===== config.mk =====
export PLATFORM = sky130hd
export DESIGN_NAME = ow_slave_phy
export DESIGN_NICKNAME = d
export VERILOG_FILES = /design/src/rtl/ow_phy_pkg.sv /design/src/rtl/ow_sync.sv /design/src/rtl/ow_edge_filter.sv /design/src/rtl/ow_low_timer.sv /design/src/rtl/ow_slave_phy.sv
export SDC_FILE = /design/constraint.sdc
export NUM_CORES = 1
export LEC_CHECK = 0
export ABC_AREA = 1
export BUFFER_PORTS_ARGS = -buffer_cell sky130_fd_sc_hd__buf_2
export CORE_MARGIN = 4
export CORE_UTILIZATION = 57
export DETAILED_ROUTE_END_ITERATION = 6
export PLACE_DENSITY = 0.77
export REMOVE_ABC_BUFFERS = 1
export SKIP_LAST_GASP = 1
export SLEW_MARGIN = 10
export SYNTH_ARGS = -nofsm -noshare
export SYNTH_HDL_FRONTEND = slang
export SYNTH_SLANG_ARGS = --single-unit
export TNS_END_PERCENT = 5

===== constraint.sdc =====
create_clock -name clk -period 1.7 [get_ports clk]
set_input_delay 0.34 -clock clk [delete_from_list [all_inputs] [get_ports clk]]
set_output_delay 0.34 -clock clk [all_outputs]
set_load 0.02 [all_outputs]

===== src/rtl/ow_phy_pkg.sv =====
package ow_phy_pkg;

   typedef enum logic [2:0] {
      ST_IDLE    = 3'd0,
      ST_SLOT    = 3'd1,
      ST_WAIT_HI = 3'd2,
      ST_PD_WAIT = 3'd3,
      ST_PD_LOW  = 3'd4
   } ow_state_e;

   function automatic int unsigned us_to_cyc(input int unsigned us, input int unsigned per_us);
      return us * per_us;
   endfunction

   function automatic int unsigned max3(input int unsigned a, input int unsigned b, input int unsigned c);
      int unsigned m;
      m = (a > b) ? a : b;
      return (m > c) ? m : c;
   endfunction

endpackage


===== src/rtl/ow_sync.sv =====
module ow_sync #(
   parameter int unsigned STAGES = 2
) (
   input  logic clk,
   input  logic rst_n,
   input  logic d,
   output logic q
);
   if (STAGES < 2) begin : g_bad_stages
      $error("ow_sync needs at least two stages");
   end

   logic [STAGES-1:0] sh;

   always_ff @(posedge clk or negedge rst_n) begin
      if (!rst_n) sh <= '1;
      else        sh <= {sh[STAGES-2:0], d};
   end

   assign q = sh[STAGES-1];
endmodule


===== src/rtl/ow_edge_filter.sv =====
module ow_edge_filter #(
   parameter int unsigned REH_CYC    = 250,
   parameter bit          HOLDOFF_EN = 1'b1
) (
   input  logic clk,
   input  logic rst_n,
   input  logic line_s,
   input  logic od_mode,
   output logic rise,
   output logic fall_any,
   output logic fall_ok
);
   localparam int unsigned HW = $clog2(REH_CYC + 1);

   logic line_q;

   always_ff @(posedge clk or negedge rst_n) begin
      if (!rst_n) line_q <= 1'b1;
      else        line_q <= line_s;
   end

   assign rise     = line_s & ~line_q;
   assign fall_any = ~line_s & line_q;

   if (HOLDOFF_EN) begin : g_holdoff
      localparam logic [HW-1:0] REH_K = HW'(REH_CYC);
      logic [HW-1:0] hcnt;

      always_ff @(posedge clk or negedge rst_n) begin
         if (!rst_n)              hcnt <= REH_K;
         else if (rise)           hcnt <= '0;
         else if (hcnt != REH_K)  hcnt <= hcnt + HW'(1);
      end

      assign fall_ok = fall_any & (od_mode | (hcnt == REH_K));

      // a falling edge right after a rise at standard speed is never a slot start
      p_holdoff_r9: assert property (@(posedge clk) disable iff (!rst_n)
         (rise && !od_mode) |=> !fall_ok);
   end else begin : g_no_holdoff
      assign fall_ok = fall_any;
   end
endmodule


===== src/rtl/ow_low_timer.sv =====
module ow_low_timer #(
   parameter int unsigned RST_STD_CYC = 60000,
   parameter int unsigned RST_OD_CYC  = 6000,
   parameter int unsigned KEEP_CYC    = 10000
) (
   input  logic clk,
   input  logic rst_n,
   input  logic en,
   input  logic line_s,
   input  logic fall_any,
   input  logic od_mode,
   output logic armed,
   output logic long_low
);
   localparam int unsigned   CW      = $clog2(RST_STD_CYC + 1);
   localparam logic [CW-1:0] MAX_K   = CW'(RST_STD_CYC);
   localparam logic [CW-1:0] OD_K    = CW'(RST_OD_CYC);
   localparam logic [CW-1:0] KEEP_K  = CW'(KEEP_CYC);

   if (RST_OD_CYC >= RST_STD_CYC || KEEP_CYC >= RST_STD_CYC) begin : g_bad_thr
      $error("ow_low_timer thresholds out of order");
   end

   logic [CW-1:0] lcnt;
   logic [CW-1:0] thr;

   assign thr = od_mode ? OD_K : MAX_K;

   always_ff @(posedge clk or negedge rst_n) begin
      if (!rst_n) begin
         lcnt  <= '0;
         armed <= 1'b0;
      end else if (!en) begin
         lcnt  <= '0;
         armed <= 1'b0;
      end else if (fall_any) begin
         lcnt  <= CW'(1);
         armed <= 1'b0;
      end else if (!line_s) begin
         if (lcnt != MAX_K) lcnt <= lcnt + CW'(1);
         if (lcnt >= thr)   armed <= 1'b1;
      end
   end

   assign long_low = (lcnt > KEEP_K);

   // once a reset length is reached it stays recognised until the line rises
   p_arm_keep_r6: assert property (@(posedge clk) disable iff (!rst_n)
      (armed && !line_s && en && !fall_any) |=> armed);
endmodule


===== src/rtl/ow_slave_phy.sv =====
module ow_slave_phy #(
   parameter int unsigned CLK_PER_US      = 125,
   parameter int unsigned SYNC_STAGES     = 2,
   parameter bit          HOLDOFF_EN      = 1'b1,
   parameter int unsigned T_SAMPLE_STD_US = 30,
   parameter int unsigned T_SAMPLE_OD_US  = 3,
   parameter int unsigned T_PDH_STD_US    = 30,
   parameter int unsigned T_PDH_OD_US     = 3,
   parameter int unsigned T_PDL_STD_US    = 120,
   parameter int unsigned T_PDL_OD_US     = 12,
   parameter int unsigned T_RST_STD_US    = 480,
   parameter int unsigned T_RST_OD_US     = 48,
   parameter int unsigned T_OD_KEEP_US    = 80,
   parameter int unsigned T_REH_US        = 2
) (
   input  logic clk,
   input  logic rst_n,
   input  logic line_in,
   input  logic od_mode,
   input  logic tx_en,
   input  logic tx_bit,
   output logic pd_en,
   output logic bit_stb,
   output logic rx_bit,
   output logic rst_seen,
   output logic rst_to_std
);
   import ow_phy_pkg::*;

   localparam int unsigned SAMP_STD_C = us_to_cyc(T_SAMPLE_STD_US, CLK_PER_US);
   localparam int unsigned SAMP_OD_C  = us_to_cyc(T_SAMPLE_OD_US,  CLK_PER_US);
   localparam int unsigned PDH_STD_C  = us_to_cyc(T_PDH_STD_US,    CLK_PER_US);
   localparam int unsigned PDH_OD_C   = us_to_cyc(T_PDH_OD_US,     CLK_PER_US);
   localparam int unsigned PDL_STD_C  = us_to_cyc(T_PDL_STD_US,    CLK_PER_US);
   localparam int unsigned PDL_OD_C   = us_to_cyc(T_PDL_OD_US,     CLK_PER_US);
   localparam int unsigned RST_STD_C  = us_to_cyc(T_RST_STD_US,    CLK_PER_US);
   localparam int unsigned RST_OD_C   = us_to_cyc(T_RST_OD_US,     CLK_PER_US);
   localparam int unsigned KEEP_C     = us_to_cyc(T_OD_KEEP_US,    CLK_PER_US);
   localparam int unsigned REH_C      = us_to_cyc(T_REH_US,        CLK_PER_US);
   localparam int unsigned PMAX       = max3(SAMP_STD_C, PDH_STD_C, PDL_STD_C);
   localparam int unsigned PW         = $clog2(PMAX + 1);

   localparam logic [PW-1:0] SAMP_STD_K = PW'(SAMP_STD_C - 1);
   localparam logic [PW-1:0] SAMP_OD_K  = PW'(SAMP_OD_C - 1);
   localparam logic [PW-1:0] PDH_STD_K  = PW'(PDH_STD_C - 1);
   localparam logic [PW-1:0] PDH_OD_K   = PW'(PDH_OD_C - 1);
   localparam logic [PW-1:0] PDL_STD_K  = PW'(PDL_STD_C - 1);
   localparam logic [PW-1:0] PDL_OD_K   = PW'(PDL_OD_C - 1);

   if (CLK_PER_US < 2) begin : g_bad_clk
      $error("ow_slave_phy needs at least two clocks per microsecond");
   end
   if (SAMP_OD_C >= RST_OD_C || SAMP_STD_C >= RST_STD_C) begin : g_bad_samp
      $error("sample point must precede reset threshold");
   end
   if (HOLDOFF_EN && REH_C < 2) begin : g_bad_reh
      $error("hold-off window too short");
   end
   if (SAMP_OD_C < 1 || PDH_OD_C < 1 || PDL_OD_C < 1) begin : g_bad_zero
      $error("timing values must be non-zero");
   end

   logic line_s;
   logic rise, fall_any, fall_ok;
   logic armed, long_low, timer_en;

   ow_sync #(.STAGES(SYNC_STAGES)) u_sync (
      .clk   (clk),
      .rst_n (rst_n),
      .d     (line_in),
      .q     (line_s)
   );

   ow_edge_filter #(.REH_CYC(REH_C), .HOLDOFF_EN(HOLDOFF_EN)) u_edge (
      .clk      (clk),
      .rst_n    (rst_n),
      .line_s   (line_s),
      .od_mode  (od_mode),
      .rise     (rise),
      .fall_any (fall_any),
      .fall_ok  (fall_ok)
   );

   ow_low_timer #(.RST_STD_CYC(RST_STD_C), .RST_OD_CYC(RST_OD_C), .KEEP_CYC(KEEP_C)) u_low (
      .clk      (clk),
      .rst_n    (rst_n),
      .en       (timer_en),
      .line_s   (line_s),
      .fall_any (fall_any),
      .od_mode  (od_mode),
      .armed    (armed),
      .long_low (long_low)
   );

   ow_state_e     state;
   logic [PW-1:0] pcnt;
   logic          drv, stb, rxb, rseen, rstd, pd_od;
   logic [PW-1:0] samp_lim, pdh_lim, pdl_lim;

   assign timer_en = (state != ST_PD_WAIT) && (state != ST_PD_LOW);
   assign samp_lim = od_mode ? SAMP_OD_K : SAMP_STD_K;
   assign pdh_lim  = pd_od   ? PDH_OD_K  : PDH_STD_K;
   assign pdl_lim  = pd_od   ? PDL_OD_K  : PDL_STD_K;

   always_ff @(posedge clk or negedge rst_n) begin
      if (!rst_n) begin
         state <= ST_IDLE;
         pcnt  <= '0;
         drv   <= 1'b0;
         stb   <= 1'b0;
         rxb   <= 1'b1;
         rseen <= 1'b0;
         rstd  <= 1'b1;
         pd_od <= 1'b0;
      end else begin
         stb   <= 1'b0;
         rseen <= 1'b0;
         case (state)
            ST_IDLE: begin
               if (fall_ok) begin
                  state <= ST_SLOT;
                  pcnt  <= '0;
                  drv   <= tx_en & ~tx_bit;
               end else if (fall_any) begin
                  state <= ST_WAIT_HI;
               end
            end
            ST_SLOT: begin
               pcnt <= pcnt + PW'(1);
               if (pcnt == samp_lim) begin
                  stb   <= 1'b1;
                  rxb   <= line_s;
                  drv   <= 1'b0;
                  state <= line_s ? ST_IDLE : ST_WAIT_HI;
               end
            end
            ST_WAIT_HI: begin
               if (rise) begin
                  if (armed) begin
                     state <= ST_PD_WAIT;
                     pcnt  <= '0;
                     rseen <= 1'b1;
                     rstd  <= long_low | ~od_mode;
                     pd_od <= od_mode & ~long_low;
                  end else begin
                     state <= ST_IDLE;
                  end
               end
            end
            ST_PD_WAIT: begin
               pcnt <= pcnt + PW'(1);
               if (pcnt == pdh_lim) begin
                  state <= ST_PD_LOW;
                  pcnt  <= '0;
                  drv   <= 1'b1;
               end
            end
            ST_PD_LOW: begin
               pcnt <= pcnt + PW'(1);
               if (pcnt == pdl_lim) begin
                  drv   <= 1'b0;
                  state <= ST_IDLE;
               end
            end
            default: begin
               state <= ST_IDLE;
               drv   <= 1'b0;
            end
         endcase
      end
   end

   assign pd_en      = drv;
   assign bit_stb    = stb;
   assign rx_bit     = rxb;
   assign rst_seen   = rseen;
   assign rst_to_std = rstd;

   // one strobe per slot, never two in a row
   p_stb_pulse_r2: assert property (@(posedge clk) disable iff (!rst_n)
      bit_stb |=> !bit_stb);

   // the reset event is a single-cycle pulse
   p_rst_pulse_r6: assert property (@(posedge clk) disable iff (!rst_n)
      rst_seen |=> !rst_seen);

   // a slot drive only starts when a 0 was requested for transmission
   p_tx_drive_r5: assert property (@(posedge clk) disable iff (!rst_n)
      ($rose(pd_en) && state == ST_SLOT) |-> $past(tx_en && !tx_bit));

   // presence low always follows the presence wait
   p_pd_order_r8: assert property (@(posedge clk) disable iff (!rst_n)
      ($rose(pd_en) && state == ST_PD_LOW) |-> ($past(state) == ST_PD_WAIT));

   // no strobe while answering a reset
   p_pd_quiet_r8: assert property (@(posedge clk) disable iff (!rst_n)
      (state == ST_PD_WAIT || state == ST_PD_LOW) |-> !bit_stb);

   // pull-down only in a read slot or a presence pulse
   p_drive_ctx_r4: assert property (@(posedge clk) disable iff (!rst_n)
      pd_en |-> (state == ST_SLOT || state == ST_PD_LOW));
endmodule


# Word-level counts from Yosys, hierarchy flattened
# Cells that the tools add are included.
# classes
n_lt_le_gt_ge	2
add_sub_neg	3
mux	38
n_eq_ne	22
n_reduce_logical	12
bitwise	13
# op_table
op	count
16-bit two-way mux	5
14-bit two-way mux	5
14-bit one-hot mux with 4 select lines	1
14-bit by 12-bit == test with 1-bit output	2
12-bit two-way mux	2
3-bit two-way mux	6
16-bit by 1-bit adder with 16-bit output, second input constant	1
16-bit >= comparator	1
16-bit by 14-bit > comparator with 1-bit output, second input constant	1
8-bit two-way mux	2
16-bit inequality test, second input constant	1
3-bit one-hot mux with 5 select lines	1
14-bit by 1-bit adder with 14-bit output, second input constant	1
14-bit == test	1
1-bit two-way mux	13
3-bit inequality test, second input constant	4
2-bit inequality test, second input constant	5
5-bit AND reduction	2
8-bit by 1-bit adder with 8-bit output, second input constant	1
8-bit == test, second input constant	1
8-bit inequality test, second input constant	1
3-bit by 2-bit == test with 1-bit output, second input constant	2
3-bit by 2-bit inequality test with 1-bit output, second input constant	2
1-bit NOT	6
15 further kinds	23
# totals
word_cells	103
reg_bits	51
out_inout_bits	5

# Longest topological paths before layout
# logic_depth
ltp_word	6
mapped_depth	13

# Cells and area by module
# From an unflattened synthesis, not the netlist that was laid out.
# hier_totals
hier_cells	572
hier_area_um2	3912.5
# modules_own_cells
module	area_each_um2	n_inst	seq_area_each_um2	cells_each
ow_slave_phy	1841.8	1	578.1	271
ow_low_timer	1483.9	1	425.4	233
ow_edge_filter	534.3	1	234.0	66
ow_sync	52.6	1	52.6	2

# Least setup slack after synthesis
# OpenSTA, ideal clock, no wires.
# synth_path
path_kind	register to register
start	reg u_edge.g_holdoff.hcnt[1]
end	reg pcnt[2]
slack_ns	0.131
path_stages_with_launch	12
t_arrival_ns	1.444
t_required_ns	1.575
cell_sequence	dfstp_2 ha_1 inv_1 nor2_1 nand2_1 nand2_1 nand2_1 nand2_2 o31ai_2 buf_6 nand2_1 nand3_1
# synth_between
elab_chain_cells	5
# synth_rtl
item	line	source
from (decl)	ow_edge_filter.sv:27	logic [HW-1:0] hcnt;
from (signal assigned)	ow_edge_filter.sv:32	else if (hcnt != REH_K) hcnt <= hcnt + HW'(1);
8-bit == test	ow_edge_filter.sv:35	assign fall_ok = fall_any & (od_mode | (hcnt == REH_K));
1-bit OR	ow_edge_filter.sv:35	
1-bit AND	ow_edge_filter.sv:35	
2-bit inequality test (no line)	--	
4-bit AND reduction (no line)	--	
to (signal assigned)	ow_slave_phy.sv:129	pcnt <= pcnt + PW'(1);
to (signal assigned)	ow_slave_phy.sv:151	pcnt <= pcnt + PW'(1);
to (signal assigned)	ow_slave_phy.sv:159	pcnt <= pcnt + PW'(1);
to (decl)	ow_slave_phy.sv:96	logic [PW-1:0] pcnt;
# Every way passes these cells.
# A chain may end at the register's enable or synchronous reset.

# Worst setup path in the final report
# layout_path
start	reg state[0]
end	reg u_low.lcnt[5]
# layout_between
elab_chain_cells	4
# layout_rtl
item	line	source
from (decl)	ow_slave_phy.sv:95	ow_state_e state;
from (signal assigned)	ow_slave_phy.sv:134	state <= line_s ? ST_IDLE : ST_WAIT_HI;
3-bit by 2-bit inequality test with 1-bit output / 3-bit inequality test (equally long branches)	ow_slave_phy.sv:100	assign timer_en = (state != ST_PD_WAIT) && (state != ST_PD_LOW);
1-bit logical AND *	ow_slave_phy.sv:100	
3-bit inequality test (no line)	--	
2-bit AND reduction (no line)	--	
to (signal assigned)	ow_low_timer.sv:40	if (lcnt != MAX_K) lcnt <= lcnt + CW'(1);
to (decl)	ow_low_timer.sv:24	logic [CW-1:0] lcnt;
# Mark *: on every way between the ends. The rest lies on a longest branch, timed or not.

==> results.json <==
{
  "placementRows": 29,
  "synth_flop_cell": "dfrtp_1",
  "setup_slack_ns": 0.0414,
  "worst_setup_path_start_kind": "register",
  "vias_per_cell": 5.84,
  "fin_crit_sh": 0.976,
  "cts-root-buf": "clkbuf_8",
  "diodes": 0,
  "ys_warn_count": 0,
  "die-height_microns": 89.7,
  "drv_cap": 0,
  "synth_area_per_cell_sq_um": 7.12,
  "drtAntennaViolNets": 0,
  "yosys.area_share.simple": 0.401,
  "die_width_microns": 89.7,
  "status": "finished, final reports clean",
  "syn_area_sq_um": 3800,
  "track_usage": 0.251,
  "grt_max_degree": 37,
  "cp.required_ns": 1.93,
  "crit_chain": "inv_1 > nor2_4 > nand2_1 > nand2_2 > inv_2 > nand2_4 > nand2_8 > nand2_2 > nand2_2",
  "path_common_cell": "nand2_2",
  "hp-class": "primary input to register",
  "finClkSkew_ns": 0.0106,
  "slew-limit-headroom": 0.668,
  "vias": 3727,
  "slew_viol_final": 0,
  "cts_sinks": 51,
  "ys_seq_area_frac": 0.339,
  "instances_no_fill": 638,
  "power_density_nw_per_um2": 540,
  "clk_latency_ns": 0.32,
  "cts_buffers": 5,
  "cellLeakagePower_uw": 0.00202,
  "clk_path_buf_depth": 2,
  "synth_async_sr_flop_share": 1.00,
  "port_buffers": 10,
  "cts-htree-levels": 2,
  "grt-ovfl-total": 0,
  "muxShareOfSynthArea": 0,
  "dr.pass1.iters": 5,
  "critPathArrivalTime_ns": 1.89,
  "area_delta_synth_final_pct": 11.3,
  "cts_tree": "yes",
  "synth_edf_count": 0,
  "io_pins": 11,
  "yosysUniqueCellTypes": 47,
  "synthAdderAreaFrac": 0.0428,
  "routedWlPerCell_microns": 15.5,
  "drtIter0Drc": 307,
  "place_hpwl_microns": 6820,
  "crit_type": "register to register",
  "wirelength_microns": 9870,
  "drive_above_1_share": 0.214,
  "fillers": 526,
  "ys_ff_latch": 51,
  "max_freq_ghz": 0.603,
  "max_stage_delay_ns": 0.45,
  "layout_common_cells": "nand2_1, inv_1, nor2_1",
  "grt_pass1_wl_microns": 16000,
  "place.gp.congestion": 0.943,
  "synth_compound_area_frac": 0.0895,
  "drc": 0,
  "layout_commonest_cell": "nand2_1",
  "synth_xor_area_frac": 0.0322,
  "dieArea_sq_um": 8040,
  "pre_cts_ws_ns": -0.194,
  "rsz0062_at_grt": "true",
  "critPathCaptureType": "register",
  "worst_pin_slew_ns": 0.495,
  "synthCells": 534,
  "synth_top_family_by_area": "simple AND/OR/NAND/NOR gates",
  "tns_ns": 0,
  "dp_cells": 622,
  "core_sq_um": 6420,
  "worstPathMaxFanout": 14,
  "setup_viol": 0,
  "grt_pass1_vias": 3539,
  "fin_util": 0.659,
  "num-nets-final": 579,
  "hold_violations": 0,
  "antenna_found_initial": 0,
  "vdd_drop_max_uv": 608,
  "period_needed_ns": 1.66,
  "slowest_stage": "dfrtp_1",
  "cts.clk_slew.worst_paths_ns": 0.11,
  "floorplan.initialDensity": 0.592
}
[kinds of logic (layout without fill, tap and decap cells)]
| group | after synthesis | in the layout |
|---|---|---|
| xor gates and xnor gates | 14 | 14 |
| buffers and inverters | 82 | 107 |
| AOI/OAI and AO/OA | 52 | 53 |
| adders and majority gates | 13 | 13 |
| and+or+nand+nor | 322 | 323 |
| DFF | 51 | 51 |
[routing by layer]
layer / GRT usage / wire length [microns] / vias to the layer above
met5: 0 / 0 / -
li1: - / - / 1797
met3: 0.0338 / 484 / 36
met4: 0.106 / 353 / 0
met1: 0.302 / 4090 / 1766
met2: 0.446 / 4940 / 128
[worst paths after layout]
| path | startpoint | endpoint | slack [ns] | cells past startpoint |
|---|---|---|---|---|
| max | state[0]$_DFFE_PN0P_ | u_low.lcnt[5]$_DFFE_PN0P_ | 0.04 | 9 |
| min reg2reg | u_sync.sh[0]$_DFF_PN1_ | u_sync.sh[1]$_DFF_PN1_ | 0.36 | 0 |
| max reg2reg | state[0]$_DFFE_PN0P_ | u_low.lcnt[5]$_DFFE_PN0P_ | 0.04 | 9 |
| max in group asynchronous | rst_n | rx_bit$_DFFE_PN1P_ | 0.61 | 3 |
| min in group asynchronous | rst_n | pcnt[13]$_DFFE_PN0P_ | 0.48 | 2 |
| min | line_in | u_sync.sh[0]$_DFF_PN1_ | 0.10 | 1 |
[critical path, delay by kind of cell, from the launching register on]
family	cells	cell delay, ns
flops	1	0.45
buf+inv	2	0.20
simple gates	7	0.91
[report_power, final]
| part | leakage, uW | internal, uW | switching [uW] |
|---|---|---|---|
| logic | 0.00133 | 76.0 | 112 |
| clock network | 0.0000502 | 307 | 489 |
| registers | 0.000642 | 1270 | 32.3 |
| total | 0.00202 | 1650 | 633 |
[per-stage QoR]
stage               power [uW]  instance area (sq um)  hold WS (ns)
global route              2370                   4230        0.0851
finish                    2280                   4230         0.100
CTS                       2280                   4090        0.0937
global placement          1490                   3970         0.297
floorplan                 1410                   3690        0.0444
detailed placement        1490                   3970         0.304
[layout make-up]
cell class              instances  area (sq um)  area share
clock inverters                 3          28.8     0.00680
clock buffers                   5          68.8      0.0163
well taps                      77          96.3      0.0228
repair buffers                 33           238      0.0562
multi-input cells             403          2260       0.533
flip-flops and latches         51          1300       0.306
inverters                      66           248      0.0585
[cells in the mapped netlist (3+ instances only)]
library cell,count,share of area
nor2_2,5,0.0082
nand4_1,28,0.046
inv_1,57,0.056
buf_2,9,0.012
nor2_1,50,0.049
dfstp_2,11,0.076
a21oi_1,12,0.016
nor3_2,5,0.013
o21ai_1,6,0.0079
nand2_1,146,0.14
xor2_1,13,0.030
nor3b_1,3,0.0059
nor2_4,3,0.0089
nand3_1,48,0.063
o21ai_2,10,0.023
dfrtp_1,40,0.26
nor3_1,13,0.017
inv_2,8,0.0079
ha_1,13,0.043
nand2_2,11,0.018
o21ai_0,10,0.013
[state kept, by name, summed over array words and instances (netlist names), 2 cells and up]
name,flops
u_sync.sh,2
u_edge.g_holdoff.hcnt,8
state,3
u_low.lcnt,16
pcnt,14
[timing repair]
action / 4_1_cts / 5_1_grt
hold endpoints to repair: 15 / 0
buffers inserted: 0 / 5
setup endpoints to repair: 19 / 36
pin swaps: 0 / 4
cloned: 0 / 2
hold buffers: 1 / 0
resized for setup: 1 / 22
Note: power is estimated with default switching activity, not from simulation.
